### src/rtl/link_err_status_pkg.sv
package link_err_status_pkg;
  localparam int REG_W    = 8;
  localparam int RSVD_POS = 6;

  localparam int POS_PID      = 0;
  localparam int POS_CRC5     = 1;
  localparam int POS_CRC16    = 2;
  localparam int POS_FRAG     = 3;
  localparam int POS_TURN_TO  = 4;
  localparam int POS_DMA      = 5;
  localparam int POS_STUFF    = 7;

  localparam logic [REG_W-1:0] LIVE_MASK = ~(REG_W'(1) << RSVD_POS);

  typedef struct packed {
    logic statusWr;
    logic enableWr;
    logic statusRd;
    logic enableRd;
  } regStrobe_t;
endpackage

### src/rtl/link_err_status_ctrl.sv
module link_err_status_ctrl
  import link_err_status_pkg::*;
#(
  parameter int ADDR_W = 8,
  parameter logic [ADDR_W-1:0] STATUS_ADDR = 'h00,
  parameter logic [ADDR_W-1:0] ENABLE_ADDR = 'h04
) (
  input  logic [ADDR_W-1:0] busAddr,
  input  logic              busWrEn,
  output regStrobe_t        strobe
);
  logic hitStatus;
  logic hitEnable;

  always_comb begin
    hitStatus       = (busAddr == STATUS_ADDR);
    hitEnable       = (busAddr == ENABLE_ADDR);
    strobe.statusRd = hitStatus;
    strobe.enableRd = hitEnable;
    strobe.statusWr = hitStatus & busWrEn;
    strobe.enableWr = hitEnable & busWrEn;
  end

  always_comb begin
    assert_onehot_strobe_R10: assert ($onehot0({strobe.statusRd, strobe.enableRd}));
  end
endmodule

### src/rtl/link_err_status_dp.sv
module link_err_status_dp
  import link_err_status_pkg::*;
(
  input  logic             clk,
  input  logic             rstN,
  input  regStrobe_t       strobe,
  input  logic [REG_W-1:0] wrData,
  input  logic [REG_W-1:0] errEvent,
  output logic [REG_W-1:0] rdData,
  output logic             summary
);
  logic [REG_W-1:0] statusQ, statusNext;
  logic [REG_W-1:0] enableQ, enableNext;
  logic [REG_W-1:0] clrMask;
  logic             summaryQ;

  assign clrMask = strobe.statusWr ? wrData : '0;

  for (genvar i = 0; i < REG_W; i++) begin : g_bit
    if (i == RSVD_POS) begin : g_rsvd
      assign statusNext[i] = 1'b0;
      assign enableNext[i] = 1'b0;
    end else begin : g_live
      // set has priority over write-one-to-clear
      assign statusNext[i] = errEvent[i] | (statusQ[i] & ~clrMask[i]);
      assign enableNext[i] = strobe.enableWr ? wrData[i] : enableQ[i];
    end
  end

  always_ff @(posedge clk) begin
    if (!rstN) begin
      statusQ  <= '0;
      enableQ  <= '0;
      summaryQ <= 1'b0;
    end else begin
      statusQ  <= statusNext;
      enableQ  <= enableNext;
      summaryQ <= |(statusQ & enableQ);
    end
  end

  always_comb begin
    if (strobe.statusRd)      rdData = statusQ;
    else if (strobe.enableRd) rdData = enableQ;
    else                      rdData = '0;
  end

  assign summary = summaryQ;

  assert_rsvd_zero_R3: assert property (@(posedge clk) disable iff (!rstN)
    (statusQ[RSVD_POS] == 1'b0) && (enableQ[RSVD_POS] == 1'b0));

  assert_event_sets_R2: assert property (@(posedge clk) disable iff (!rstN)
    |(errEvent & LIVE_MASK) |=> ((statusQ & $past(errEvent & LIVE_MASK)) == $past(errEvent & LIVE_MASK)));

  assert_sticky_R4: assert property (@(posedge clk) disable iff (!rstN)
    1'b1 |=> (($past(statusQ) & ~$past(clrMask) & ~statusQ) == '0));

  assert_summary_R7: assert property (@(posedge clk) disable iff (!rstN)
    1'b1 |=> (summaryQ == |($past(statusQ) & $past(enableQ))));

  assert_enable_hold_R11: assert property (@(posedge clk) disable iff (!rstN)
    !strobe.enableWr |=> $stable(enableQ));
endmodule

### src/rtl/link_err_status.sv
module link_err_status
  import link_err_status_pkg::*;
#(
  parameter int ADDR_W = 8,
  parameter logic [ADDR_W-1:0] STATUS_ADDR = 'h00,
  parameter logic [ADDR_W-1:0] ENABLE_ADDR = 'h04
) (
  input  logic              clk,
  input  logic              rstN,
  input  logic [ADDR_W-1:0] busAddr,
  input  logic              busWrEn,
  input  logic [REG_W-1:0]  busWrData,
  output logic [REG_W-1:0]  busRdData,
  input  logic [REG_W-1:0]  errEvent,
  output logic              errSummary
);
  regStrobe_t strobe;

  link_err_status_ctrl #(
    .ADDR_W(ADDR_W), .STATUS_ADDR(STATUS_ADDR), .ENABLE_ADDR(ENABLE_ADDR)
  ) u_ctrl (
    .busAddr(busAddr), .busWrEn(busWrEn), .strobe(strobe)
  );

  link_err_status_dp u_dp (
    .clk(clk), .rstN(rstN), .strobe(strobe), .wrData(busWrData),
    .errEvent(errEvent), .rdData(busRdData), .summary(errSummary)
  );
endmodule

### config.mk
export PLATFORM = sky130hd
export DESIGN_NAME = link_err_status
export DESIGN_NICKNAME = d
export VERILOG_FILES = /design/src/rtl/link_err_status_pkg.sv /design/src/rtl/link_err_status_ctrl.sv /design/src/rtl/link_err_status_dp.sv /design/src/rtl/link_err_status.sv
export SDC_FILE = /design/constraint.sdc
export NUM_CORES = 1
export LEC_CHECK = 0
export ABC_AREA = 1
export BUFFER_PORTS_ARGS = -buffer_cell sky130_fd_sc_hd__buf_2
export CAP_MARGIN = 20
export CORE_MARGIN = 3
export CORE_UTILIZATION = 46
export CTS_BUF_LIST = sky130_fd_sc_hd__clkbuf_4 sky130_fd_sc_hd__clkbuf_8
export CTS_CLUSTER_DIAMETER = 150
export DETAILED_ROUTE_END_ITERATION = 10
export PLACE_DENSITY = 0.87
export RECOVER_POWER = 100
export SYNTH_ARGS = -nofsm -noshare
export SYNTH_HDL_FRONTEND = slang
export SYNTH_SLANG_ARGS = --single-unit
### constraint.sdc
create_clock -name clk -period 1.14 [get_ports clk]
set_input_delay 0.171 -clock clk [delete_from_list [all_inputs] [get_ports clk]]
set_output_delay 0.171 -clock clk [all_outputs]
set_load 0.005 [all_outputs]
======== After elaboration in Yosys (flattened, before gate mapping) ========
Index checks and enable logic that the tools add are counted.
cells by class
  equality and inequality tests ........... 1
  mux-type cells .......................... 3
  bitwise gates (word level) .............. 24
  reduce and logical (&&, ||, !) cells .... 2
operators with widths
  operator                                                          count
  8-bit 2-to-1 mux                                                  3
  1-bit AND                                                         9
  8-bit AND                                                         1
  8-bit by 3-bit == test with 1-bit output (second input constant)  1
  8-bit zero test                                                   1
  8-bit OR reduction                                                1
  1-bit inverter                                                    7
  1-bit OR                                                          7
storage, ports and cells
  register bits ........................... 17
  input bits .............................. 27
  word-level logic and storage cells ...... 35

======== Longest topological paths before layout ========
  word-level depth ........................ 6
  gate-level depth with buffers ........... 7
  mapped depth without buffers ............ 6

======== Cells and area by module ========
Synthesis repeated with hierarchy kept, for this count alone.
unflattened totals
  cells, all modules ...................... 121
  area total of the unflattened synthesis .. 765.7 sq um
by module, submodules not included
  module                instances  cells each  area an instance (sq um)
  link_err_status_dp    1          100         675.6
  link_err_status_ctrl  1          21          90.1

======== Worst setup path before layout ========
Ideal clock, no wire load.
  path type ............................... input-to-output
  from .................................... input port busAddr[5]
  to ...................................... output port busRdData[2]
  data arrival time ....................... 822 ps
  data required time ...................... 969 ps
  slack ................................... 147 ps
  stages .................................. 5
  path buffers ............................ 1
  cell sequence ........................... nor2_1 -> nand2_2 -> nor2_4 -> buf_4 -> a22o_1
between the ends
  cells in the longest elaborated chain, start to end .. 3
  elaborated cells between the ends (all ways) .. 4
  classes of those cells .................. 1 x eq/ne; 2 x mux; 1 x reduce/logical
RTL lines
  what                                      RTL line                    text
  start: declaration                        link_err_status.sv:10       input logic [ADDR_W-1:0] busAddr,
  8-bit by 3-bit == test with 1-bit output  link_err_status_ctrl.sv:17  hitEnable = (busAddr == ENABLE_ADDR);
  8-bit 2-to-1 mux                          link_err_status_dp.sv:44    else if (strobe.enableRd) rdData = enableQ;
  8-bit 2-to-1 mux (*)                      link_err_status_dp.sv:43    if (strobe.statusRd) rdData = statusQ;
  end: declaration                          link_err_status.sv:13       output logic [REG_W-1:0] busRdData,
Mark *: on every way between the ends. The rest lies on a longest branch, timed or not.

======== Final worst setup path ========
  from .................................... input port busAddr[2]
  to ...................................... output port busRdData[4]
The elaborated chain is that of the path after synthesis.

==> flow_metrics.tcl <==
set metrics [dict create \
    synth.distinct_cells 16 \
    grt_max_degree 16 \
    overflow 0 \
    comb_power_share 0.126 \
    grt_usage 0.197 \
    clk_pin_slew_worst_paths_ns 0.09 \
    maxCapViolCount 0 \
    cts_hold_buf 0 \
    drc 0 \
    layout_common_cells "buf_2 (28), nand2_1 (27), nand3_1 (15), a21oi_1 (14), dfxtp_1 (14)" \
    reg2reg_depth 4 \
    violations "setup timing" \
    start_util 0.530 \
    power_frac_seq 0.572 \
    whs_ns 0.107 \
    slew_viol_final 0 \
    die_h_um 46.1 \
    synth-seq-cells 15 \
    fin_ws_ns -0.0439 \
    crit_chain "buf_2, nor2_1, nand2_2, nor2_4, buf_12, a22o_1, buf_2" \
    power.switching_fraction 0.246 \
    finalWirelength_um 2060 \
    outcome "complete, but fails checks" \
    antenna_found_initial 0 \
    gp_congestion 0.781 \
    coreArea_mm2 0.00140 \
    dpl.hpwl_um 1340 \
    crit_start "busAddr[2]" \
    p_int_uw 734 \
    slowest_stage "nor2_4" \
    grt_pass1_wl_um 2970 \
    cts_tree "done" \
    grt_pass1_vias 731 \
    rsz0062_at_grt "yes" \
    leakage_uw 0.000522 \
    htree_levels 1 \
    cts_buffers 3 \
    pwr-share-clk 0.302 \
    cp_top_family "buffers and inverters" \
    power_density_mw_per_mm2 930 \
    setup_viol 6 \
    vias_per_cell 5.29 \
    clockBufferDepth 2 \
    drt_iter0_markers 35 \
    crit_end "busRdData[4]" \
    total_power_uw 974 \
    crit_arrival_ns 1.01 \
    syn-cell-area_um2 741 \
    cp_num_buf_inv 3 \
    portBuffers 32 \
    r2r_end "u_dp.summary" \
    cpPeakStageDelay_ns 0.14 \
    syn2layout_area_growth_pct 41.4 \
    fin_nets 168 \
    clk_latency_ns 0.28 \
    layout_commonest_cell "buf_2" \
    ir_drop_mv 1.16 \
    ioPinCount 36 \
    row_count 13 \
    cp_max_fo 8 \
    dr_total_vias 820 \
    yosysWarnings 0 \
    crit_path_end_kind "output pin" \
    postSynthAreaPerCell_um2 7.19 \
    cp_data_required_time_ns 0.97 \
    min-delay-start "errEvent[5]" \
    period_share 1.04 \
    path_class "input pin to output pin" \
    routedWlPerCell_um 13.3 \
    rrSetupSlack_ns 0.36 \
    path_depth 7 \
    ant_nets 0 \
    synth_seq_area_share 0.405 \
    first_pass_iters 4 \
    numClockSinks 15 \
    r2r_start "u_dp.statusQ[5]" \
    finalHoldViolations 0 \
    fin_skew_ns 0.0103 \
    max_freq_ghz 0.845 \
    netlist_instances 103 \
    fp.dieArea_mm2 0.00213 \
    diodes 0 \
    hold_class "input pin to register" \
    fin_crit_ns 1.18 \
    cp_common_cell "buf_2" \
    cp-start-kind "input pin" \
    drive_above_1_share 0.379 \
    cts-root-buf "clkbuf_4" \
    switching_power_uw 239 \
    die_w_um 46.1 \
    syn-num-nets 130 \
]
## Yosys cell counts
| master | number | share of area |
|---|---|---|
| dfxtp_1 | 15 | 0.41 |
| buf_4 | 3 | 0.030 |
| nand2_1 | 30 | 0.15 |
| nand3b_2 | 1 | 0.015 |
| inv_1 | 8 | 0.041 |
| nor2_4 | 2 | 0.030 |
| buf_6 | 1 | 0.015 |
| nor2_2 | 1 | 0.0085 |
| nand2_2 | 1 | 0.0085 |
| a21oi_1 | 14 | 0.095 |
| nor2_1 | 4 | 0.020 |
| clkbuf_1 | 1 | 0.0051 |
| a31oi_1 | 1 | 0.0085 |
| conb_1 | 1 | 0.0051 |
| a22o_1 | 5 | 0.059 |
| nand3_1 | 15 | 0.10 |
## repair_timing
action	in CTS	in global routing
setup endpoints to repair	7	9
endpoints found under the hold margin	0	0
setup buffers	2	0
pin swaps	7	7
resized for setup	7	12
## registers in the layout, summed over array words and instances, names as in the netlist
signal        flops
u_dp.statusQ      7
u_dp.summary      1
u_dp.enableQ      7
## power by group through the flow
stage          Sequential, uW  Combinational [uW]  Clock (uW)
6_report                  557                 123         294
3_3_place_gp              567                94.6           0
4_1_cts                   555                 108         305
5_1_grt                   559                 136         337
3_5_place_dp              568                97.6           0
2_1_floorplan             564                46.5           0
## worst min-delay path by stage
| stage | to | depth (start not counted) | slack, ns |
|---|---|---|---|
| 6_report | u_dp.statusQ[5] | 3 | 0.11 |
| 5_1_grt | u_dp.statusQ[5] | 3 | 0.11 |
| 4_1_cts | u_dp.statusQ[5] | 3 | 0.11 |
| 3_5_place_dp | u_dp.statusQ[1] | 3 | 0.41 |
| 3_3_place_gp | u_dp.statusQ[1] | 3 | 0.41 |
| 2_1_floorplan | u_dp.statusQ[0] | 2 | 0.30 |
## kinds of logic (layout without fill, tap and decap cells)
family | after synthesis | in the layout | share of synthesized area
AND/OR/NAND/NOR | 54 | 54 | 0.336
AO/OA/AOI/OAI | 20 | 20 | 0.162
buffers and inverters | 13 | 50 | 0.0912
flip-flops | 15 | 15 | 0.405
other | 1 | 1 | 0.00506
## area by class of cell
class                      instances  area (um2)
multi-input combinational         75         419
tap                               15        18.8
inverter                           8        30.0
clock inverter                     1        5.00
sequential                        15         302
timing repair buffer              38         250
fill                             102         352
clock buffer                       3        22.5
## worst min-delay path, delay by kind of cell
family | cells | cell delay, ns
buf+inv | 2 | 0.13
compound gates | 1 | 0.05
## metal layers
layer,GRT usage,vias up,share of wire
met3,0.0625,6,0.080
met2,0.346,48,0.50
met4,0.0739,0,0.026
li1,-,413,-
met5,0,-,0
met1,0.218,353,0.39
## through the flow
stage	worst slack, ns	cells	utilization	TNS, ns	area [um2]
floorplan	0.147	103	-	0	741
global placement	-0.0295	149	0.661	-0.120	925
detailed placement	-0.0639	149	0.661	-0.355	925
CTS	-0.0362	155	0.716	-0.134	1000
global route	-0.0809	155	0.749	-0.365	1050
finish	-0.0439	155	0.749	-0.150	1050
(Power assumes the default switching activity.)
